<file path="src/rtl/pi_speed_pkg.sv">
package pi_speed_pkg;

    typedef enum logic [1:0] {
        ST_IDLE  = 2'd0,
        ST_CALC  = 2'd1,
        ST_APPLY = 2'd2
    } pi_state_t;

endpackage

</file>
<file path="src/rtl/pi_gain_hold.sv">
module pi_gain_hold #(
    parameter int GW = 16
) (
    input  logic          clk,
    input  logic          rst_n,
    input  logic          load,
    input  logic [GW-1:0] kp_in,
    input  logic [GW-1:0] ki_in,
    output logic [GW:0]   k_now,
    output logic [GW-1:0] k_old
);

    // combined gain for the present error, plain gain for the past error
    always_ff @(posedge clk or negedge rst_n) begin
        if (!rst_n) begin
            k_now <= '0;
            k_old <= '0;
        end else if (load) begin
            k_now <= {1'b0, kp_in} + {1'b0, ki_in};
            k_old <= kp_in;
        end
    end

    assert_gain_hold_R6: assert property (@(posedge clk) disable iff (!rst_n)
        !load |=> ($stable(k_now) && $stable(k_old)));

endmodule

</file>
<file path="src/rtl/pi_recur.sv">
module pi_recur #(
    parameter int EW   = 16,
    parameter int GW   = 16,
    parameter int UW   = 16,
    parameter int FRAC = 10,
    localparam int PW  = EW + GW + 2,
    localparam int AW  = PW + 1
) (
    input  logic signed [EW-1:0] e_now,
    input  logic signed [EW-1:0] e_old,
    input  logic        [GW:0]   k_now,
    input  logic        [GW-1:0] k_old,
    input  logic signed [UW-1:0] u_prev,
    output logic signed [AW-1:0] acc
);

    logic signed [PW-1:0] e_now_x, e_old_x, k_now_x, k_old_x;
    logic signed [PW-1:0] p_now, p_old, s_now, s_old;
    logic signed [AW-1:0] s_now_a, s_old_a, u_a;

    always_comb begin
        e_now_x = $signed({{(PW-EW){e_now[EW-1]}}, e_now});
        e_old_x = $signed({{(PW-EW){e_old[EW-1]}}, e_old});
        k_now_x = $signed({{(PW-GW-1){1'b0}}, k_now});
        k_old_x = $signed({{(PW-GW){1'b0}}, k_old});
        p_now   = e_now_x * k_now_x;
        p_old   = e_old_x * k_old_x;
        // restore integer scaling, keeping the sign
        s_now   = p_now >>> FRAC;
        s_old   = p_old >>> FRAC;
        s_now_a = $signed({s_now[PW-1], s_now});
        s_old_a = $signed({s_old[PW-1], s_old});
        u_a     = $signed({{(AW-UW){u_prev[UW-1]}}, u_prev});
        acc     = u_a + s_now_a - s_old_a;
    end

endmodule

</file>
<file path="src/rtl/pi_clamp.sv">
module pi_clamp #(
    parameter int UW = 16,
    parameter int AW = 35
) (
    input  logic signed [AW-1:0] acc,
    input  logic        [UW-2:0] lim,
    output logic signed [UW-1:0] u_sat
);

    logic signed [AW-1:0] hi, lo;

    always_comb begin
        hi = $signed({{(AW-UW+1){1'b0}}, lim});
        lo = -hi;
        if (acc > hi)
            u_sat = $signed({1'b0, lim});
        else if (acc < lo)
            u_sat = -$signed({1'b0, lim});
        else
            u_sat = acc[UW-1:0];
    end

endmodule

</file>
<file path="src/rtl/pi_speed_reg.sv">
module pi_speed_reg
    import pi_speed_pkg::*;
#(
    parameter int EW   = 16,
    parameter int GW   = 16,
    parameter int UW   = 16,
    parameter int FRAC = 10
) (
    input  logic                 clk,
    input  logic                 rst_n,
    input  logic                 clr,
    input  logic                 strobe,
    input  logic signed [EW-1:0] err_in,
    input  logic        [GW-1:0] kp_in,
    input  logic        [GW-1:0] ki_in,
    input  logic        [UW-2:0] lim_in,
    output logic signed [UW-1:0] u_out
);

    localparam int PW = EW + GW + 2;
    localparam int AW = PW + 1;

    pi_state_t            state, state_nx;
    logic signed [EW-1:0] e_now_q, e_old_q;
    logic signed [AW-1:0] acc_c, acc_q;
    logic signed [UW-1:0] u_sat;
    logic        [GW:0]   k_now;
    logic        [GW-1:0] k_old;
    logic                 take;

    assign take = (state == ST_IDLE) && strobe && !clr;

    always_comb begin
        state_nx = state;
        unique case (state)
            ST_IDLE:  if (strobe) state_nx = ST_CALC;
            ST_CALC:  state_nx = ST_APPLY;
            ST_APPLY: state_nx = ST_IDLE;
            default:  state_nx = ST_IDLE;
        endcase
        if (clr) state_nx = ST_IDLE;
    end

    always_ff @(posedge clk or negedge rst_n) begin
        if (!rst_n) state <= ST_IDLE;
        else        state <= state_nx;
    end

    always_ff @(posedge clk or negedge rst_n) begin
        if (!rst_n) begin
            e_now_q <= '0;
            e_old_q <= '0;
            acc_q   <= '0;
            u_out   <= '0;
        end else if (clr) begin
            e_now_q <= '0;
            e_old_q <= '0;
            acc_q   <= '0;
            u_out   <= '0;
        end else begin
            unique case (state)
                ST_IDLE:  if (strobe) e_now_q <= err_in;
                ST_CALC:  acc_q <= acc_c;
                ST_APPLY: begin
                    u_out   <= u_sat;
                    e_old_q <= e_now_q;
                end
                default: ;
            endcase
        end
    end

    pi_gain_hold #(.GW(GW)) u_gain (
        .clk(clk), .rst_n(rst_n), .load(take),
        .kp_in(kp_in), .ki_in(ki_in),
        .k_now(k_now), .k_old(k_old)
    );

    pi_recur #(.EW(EW), .GW(GW), .UW(UW), .FRAC(FRAC)) u_recur (
        .e_now(e_now_q), .e_old(e_old_q),
        .k_now(k_now), .k_old(k_old),
        .u_prev(u_out), .acc(acc_c)
    );

    pi_clamp #(.UW(UW), .AW(AW)) u_clamp (
        .acc(acc_q), .lim(lim_in), .u_sat(u_sat)
    );

    assert_out_bounded_R4: assert property (@(posedge clk) disable iff (!rst_n)
        (state == ST_APPLY && !clr) |=>
            (u_out <= $signed({1'b0, $past(lim_in)}) &&
             u_out >= -$signed({1'b0, $past(lim_in)})));

    assert_clear_R5: assert property (@(posedge clk) disable iff (!rst_n)
        clr |=> (u_out == '0 && state == ST_IDLE));

    assert_out_hold_R8: assert property (@(posedge clk) disable iff (!rst_n)
        (!clr && state != ST_APPLY) |=> $stable(u_out));

    assert_busy_ignore_R7: assert property (@(posedge clk) disable iff (!rst_n)
        (!clr && state != ST_IDLE) |=> ($stable(k_now) && $stable(e_now_q)));

    assert_calc_seq_R8: assert property (@(posedge clk) disable iff (!rst_n)
        (!clr && state == ST_CALC) |=> state == ST_APPLY);

endmodule

</file>
<file path="config.mk">
export PLATFORM = sky130hd
export DESIGN_NAME = pi_speed_reg
export DESIGN_NICKNAME = d
export VERILOG_FILES = /design/src/rtl/pi_speed_pkg.sv /design/src/rtl/pi_gain_hold.sv /design/src/rtl/pi_recur.sv /design/src/rtl/pi_clamp.sv /design/src/rtl/pi_speed_reg.sv
export SDC_FILE = /design/constraint.sdc
export NUM_CORES = 2
export LEC_CHECK = 0
export CORE_ASPECT_RATIO = 2
export CORE_MARGIN = 2
export CORE_UTILIZATION = 55
export CTS_CLUSTER_DIAMETER = 200
export DETAILED_ROUTE_END_ITERATION = 8
export DONT_BUFFER_PORTS = 1
export HOLD_SLACK_MARGIN = 0.06
export PLACE_DENSITY_LB_ADDON = 0.12
export REMOVE_ABC_BUFFERS = 1
export SYNTH_ARGS = -nofsm -noshare
export SYNTH_HDL_FRONTEND = slang
export SYNTH_SLANG_ARGS = --single-unit
</file>
<file path="constraint.sdc">
create_clock -name clk -period 13.74 [get_ports clk]
set_input_delay 0.687 -clock clk [delete_from_list [all_inputs] [get_ports clk]]
set_output_delay 0.687 -clock clk [all_outputs]
set_load 0.1 [all_outputs]
</file>
; Word level (Yosys, flattened, before mapping)
; Cells that the tools add are included.
[op_classes]
reduce_logical = 9
n_eq_ne = 3
muxes = 14
n_mul = 2
addsub = 5
magnitude_cmp = 2
[op_table]
columns = op, n
row1 = $mux 16, 9
row2 = $mux 35, 2
row3 = $gt 35x16->1, 1
row4 = $lt 35x35->1, 1
row5 = $neg 15->35, 1
row6 = $mul 16x18->34, 1
row7 = $mul 16x17->33, 1
row8 = $sub 25x23->26, 1
row9 = $add 16x24->25, 1
row10 = $add 16x16->17, 1
row11 = $neg 15->16, 1
row12 = $reduce_bool 2->1, 4
row13 = $mux 2, 2
row14 = $pmux 2 s2, 1
row15 = $ne 3x3->1 const B, 1
row16 = $eq 2x1->1 const B, 1
row17 = $eq 2x2->1 const B, 1
row18 = $logic_and 1x1->1, 2
row19 = $logic_not 2->1, 1
row20 = $reduce_and 2->1, 1
row21 = $logic_not 1->1, 1
[word_totals]
output_inout_bits = 16
in_bits = 67
regBits = 118

; Longest topological paths before layout
[depth]
ltp_word = 6
depth_mapped = 37

; Modules after synthesis
; From an unflattened synthesis, not the netlist that was laid out.
[unflattened]
hier_cells = 3074
hier_area_um2 = 26993.4
[by_module_without_submodules]
columns = mod, area_per_inst_um2, cells_each, instances
row1 = pi_recur, 19060.8, 2160, 1
row2 = pi_speed_reg, 3417.0, 353, 1
row3 = pi_clamp, 2472.4, 374, 1
row4 = pi_gain_hold, 2043.2, 187, 1

; Least setup slack after synthesis
; No wires, ideal clock.
[synth_path]
kind = reg2reg
from = reg e_old_q[6]
to = reg acc_q[23]
stages_incl_launch_ff = 33
t_arrival_ns = 8.224
setup_slack_ns = 5.388
period_less_slack_ns = 8.352
required_ns = 13.612
setup_ns = 0.128
cell_sequence = dfrtp_1 > clkbuf_1 > and2_1 > fa_1 > inv_1 > fa_1 > fa_1 > inv_1 > fa_1 > fa_1 > inv_1 > fa_1 > inv_1 > ha_1 > a21o_1 > a21o_1 > a21oi_1 > o21ai_0 > a31oi_1 > o21bai_1 > a211o_1 > and4_1 > a2111oi_2 > xor2_1 > fa_1 > ha_1 > a21o_1 > a21oi_1 > o21ai_0 > o31ai_1 > nand2b_1 > a211oi_1 > o31ai_1
[synth_via]
elab_chain_len = 4
[synth_rtl]
columns = item, line_no
row1 = from (decl), pi_speed_reg.sv:24  ; logic signed [EW-1:0] e_now_q, e_old_q;
row2 = from (signal assigned), pi_speed_reg.sv:66  ; e_old_q <= e_now_q;
row3 = $mul 16x17->33, pi_recur.sv:27  ; p_old = e_old_x * k_old_x;
row4 = $sub 25x23->26, pi_recur.sv:34  ; acc = u_a + s_now_a - s_old_a;
row5 = $mux 35, pi_speed_reg.sv:61  ; unique case (state)
row6 = $mux 35, pi_speed_reg.sv:55  ; end else if (clr) begin
row7 = to (signal assigned), pi_speed_reg.sv:53  ; acc_q <= '0;
row8 = to (signal assigned), pi_speed_reg.sv:58  ; acc_q <= '0;
row9 = to (signal assigned), pi_speed_reg.sv:63  ; ST_CALC: acc_q <= acc_c;
row10 = to (decl), pi_speed_reg.sv:25  ; logic signed [AW-1:0] acc_c, acc_q;
; Every way passes these cells. The select of a mux whose other input is x is not followed.
; A chain may end at the register's enable or synchronous reset.

; Final worst setup path
[layout_path]
from = reg u_gain.k_old[7]
to = reg acc_q[23]
[layout_via]
elab_chain_len = 4
[layout_rtl]
columns = item, line_no
row1 = from (decl), pi_gain_hold.sv:10  ; output logic [GW-1:0] k_old
row2 = from (signal assigned), pi_gain_hold.sv:20  ; k_old <= kp_in;
row3 = $mul 16x17->33, pi_recur.sv:27
row4 = $sub 25x23->26, pi_recur.sv:34
row5 = $mux 35, pi_speed_reg.sv:61
row6 = $mux 35, pi_speed_reg.sv:55
; Every way passes these cells. The select of a mux whose other input is x is not followed.

==> impl_metrics.tcl <==
set metrics [dict create \
    status "completed" \
    drv_cap 0 \
    die_width_um 155.3 \
    row_count 110 \
    drc 0 \
    cts_tree "built" \
    vias 19170 \
    post_drt_wl_per_cell_um 21.45 \
    hpwlAfterDp_mm 56.65 \
    worstSkewPairLatency_ns 0.41 \
    vias_per_cell 5.796 \
    hold_viol 0 \
    grt_max_degree 110 \
    p_leak_nw 13.99 \
    drtIter0Drc 912 \
    fin_nets 3568 \
    clockRootBuffer "clkbuf_16" \
    dr.pass1.iters 5 \
    yosys.area.top_type "fa_1" \
    synth-seq-cells 109 \
    htreeDepth 3 \
    intPower_mw 1.537 \
    placement.io_buffers 0 \
    finalSetupViolations 0 \
    ir_worst_vdd_mv 0.2340 \
    hold_path_class "in -> async" \
    synth_ff_type "dfrtp_1" \
    numCtsBuffers 9 \
    place_congestion 0.9486 \
    required_ns 14.00 \
    finClkSkew_ns 0.02147 \
    grt_pass1_wl_mm 114.6 \
    fmax_mhz 104.7 \
    synthTopCellsByArea "fa_1 34%, ha_1 17%, dfrtp_1 11%" \
    crit_family "adder cells" \
    yosys_warnings 0 \
    pwr-share-seq_pct 16.4 \
    netlist_area_mm2 0.02517 \
    critPathKind "reg -> reg" \
    clock_sinks 109 \
    register_area_mm2 0.002729 \
    endpoint_kind "flop" \
    avgSynthCellArea_um2 8.937 \
    clkPwrFrac_pct 8.5 \
    post_cts_buffers 0 \
    ys_types 66 \
    syn_to_final_growth_pct 3.181 \
    switching_share_pct 54.53 \
    clk_pin_slew_ns 0.10 \
    io_pins 83 \
    synthCells 2817 \
    tns_ns 0 \
    overflow 0 \
    coreArea_mm2 0.04514 \
    pwr-share-comb_pct 75.1 \
    synth_top_area_share_pct 33.80 \
    cp_max_fo 17 \
    layout-drive-gt1-share_pct 2.293 \
    rsz0062_at_grt "no" \
    fp.dieH_um 306.6 \
    report.final.slew_viol_count 0 \
    nFillCells 4122 \
    worstSetupStartpointType "flop" \
    yosysSeqAreaShare_pct 10.83 \
    track_usage_pct 31.48 \
    power_density_mw_per_mm2 130.2 \
    maxSlewHeadroom_pct 24.08 \
    fp.dieArea_mm2 0.04760 \
    clock_path_buffers 2 \
    arrival_ns 9.81 \
    post-route-min-period_ns 9.551 \
    synth_edf_count 0 \
    ant_nets 0 \
    worstMarginPinSlew_ns 1.139 \
    power_mw 3.381 \
    multi_input_area_mm2 0.02000 \
    finalCritPeriodShare_pct 69.51 \
    post_cts_resized 0 \
    switching_power_mw 1.843 \
    n_antenna_cell 0 \
    critPathSlowestCell "dfrtp_1" \
    synthArstFlopShare_pct 100.0 \
    path_buf_inv 4 \
    start_util_pct 55.76 \
    wl_mm 70.95 \
    cpMostUsedCell "fa_1" \
    grt_pass1_vias 21510 \
    max_stage_delay_ns 0.68 \
    antenna_found_initial 1 \
]
[power by group through the flow]
stage | registers, mW | logic, mW | clock network (mW)
floorplan | 0.488 | 1.87 | 0
global placement | 0.556 | 2.47 | 0
detailed placement | 0.557 | 2.52 | 0
CTS | 0.551 | 2.55 | 0.292
global route | 0.562 | 2.85 | 0.301
finish | 0.555 | 2.54 | 0.287
[cells in the mapped netlist, types with 4 or more instances]
library cell and count:
o22ai_1 4, and2_1 245, a21oi_1 59, nand3_1 27
mux2i_1 12, dfrtp_1 109, or2_2 7, buf_1 7
o211ai_1 5, o21ai_0 75, nand4_1 16, inv_1 550
a22o_1 37, a21o_1 47, o2111ai_1 4, o21a_1 18
ha_1 333, clkbuf_1 96, xor2_1 32, nand2b_1 26
nor3_1 37, nand2_1 390, o31ai_1 6, a221o_1 5
a32o_1 4, a211oi_1 11, and4_1 4, and3_1 12
nor2b_1 16, a31oi_1 8, or3_1 9, nor2_1 79
fa_1 425, xnor2_1 49
[worst reg2reg max path: cells and delay by family (launching register included)]
family                   cells  cell delay [ns]
adder cells (fa/ha/maj)      9             4.28
AO/OA/AOI/OAI               14             3.35
flip-flops                   1             0.68
AND/OR/NAND/NOR              3             0.64
XOR/XNOR                     1             0.24
buffers and inverters        4             0.22
[flip-flops by register name (all words and copies together) (netlist names)]
signal	cells
e_old_q	16
u_gain.k_old	16
acc_q	26
e_now_q	16
state	2
u_gain.k_now	17
u_out	16
[repair_timing]
item                       4_1_cts  5_1_grt
setup endpoints to repair        0        0
hold endpoints to repair       109        0
hold buffers                     1        0
[metal layers]
metal  global-route usage [%]  up-vias  routed length [um]
li1                         -     8652                   -
met1                    33.83     9721               24660
met2                    58.24      570               38260
met3                    2.833      229                2844
met4                    20.55        2                5173
met5                        0        -                  13
[path summary, 6_finish.rpt]
check,startpoint,to,slack (ns),cells after the start
min in group clk,kp_in[7],u_gain.k_old[7],0.39,2
hold reg to reg,u_gain.k_now[12],u_gain.k_now[12],0.54,2
hold / removal,rst_n,e_now_q[3],0.18,1
max in group asynchronous,rst_n,u_out[15],12.91,1
setup reg to reg,u_gain.k_old[7],acc_q[23],4.19,31
setup / recovery,u_gain.k_old[7],acc_q[23],4.19,31
[placed cells by master (no fill, tap or decap), drive strengths merged, types with 5 or more instances in the layout]
| master | instances |
|---|---|
| a211oi | 13 |
| a21o | 47 |
| a21oi | 59 |
| a221o | 5 |
| a22o | 37 |
| a31oi | 8 |
| and2 | 245 |
| and3 | 12 |
| buf | 21 |
| clkbuf | 9 |
| clkinv | 6 |
| dfrtp | 109 |
| fa | 425 |
| ha | 333 |
| inv | 553 |
| mux2i | 12 |
| nand2 | 390 |
| nand2b | 26 |
| nand3 | 28 |
| nand4 | 16 |
| nor2 | 79 |
| nor2b | 16 |
| nor3 | 37 |
| o211ai | 5 |
| o21a | 18 |
| o21ai | 78 |
| o31ai | 6 |
| or2 | 7 |
| or3 | 9 |
| xnor2 | 49 |
| xor2 | 32 |
[per-stage QoR]
step	utilization [%]	setup WS, ns	hold slack, ns	cells	instance area, um2
finish	57.54	4.189	0.1755	3308	25970
global route	57.54	3.541	0.2279	3308	25970
CTS	57.54	4.209	0.2575	3308	25970
detailed placement	56.83	4.269	0.3979	3291	25660
global placement	56.83	4.457	0.3988	3291	25660
floorplan	-	5.456	0.3914	2711	24770
[kinds of logic after synthesis]
logic type,synth area share [%]
DFF,10.84
muxes,0.6113
adders and majority gates,50.35
buffers and inverters,9.826
AOI/OAI and AO/OA,8.559
and+or+nand+nor,17.00
xor gates and xnor gates,2.818
[layout make-up]
class	count	share of cell area, %
clock buffers	9	0.8671
repair buffers	21	0.6840
inverters	552	7.977
well taps	560	2.697
clock inverters	7	0.2553
multi-input cells	2050	77.01
flip-flops and latches	109	10.51
(Power assumes the default switching activity.)
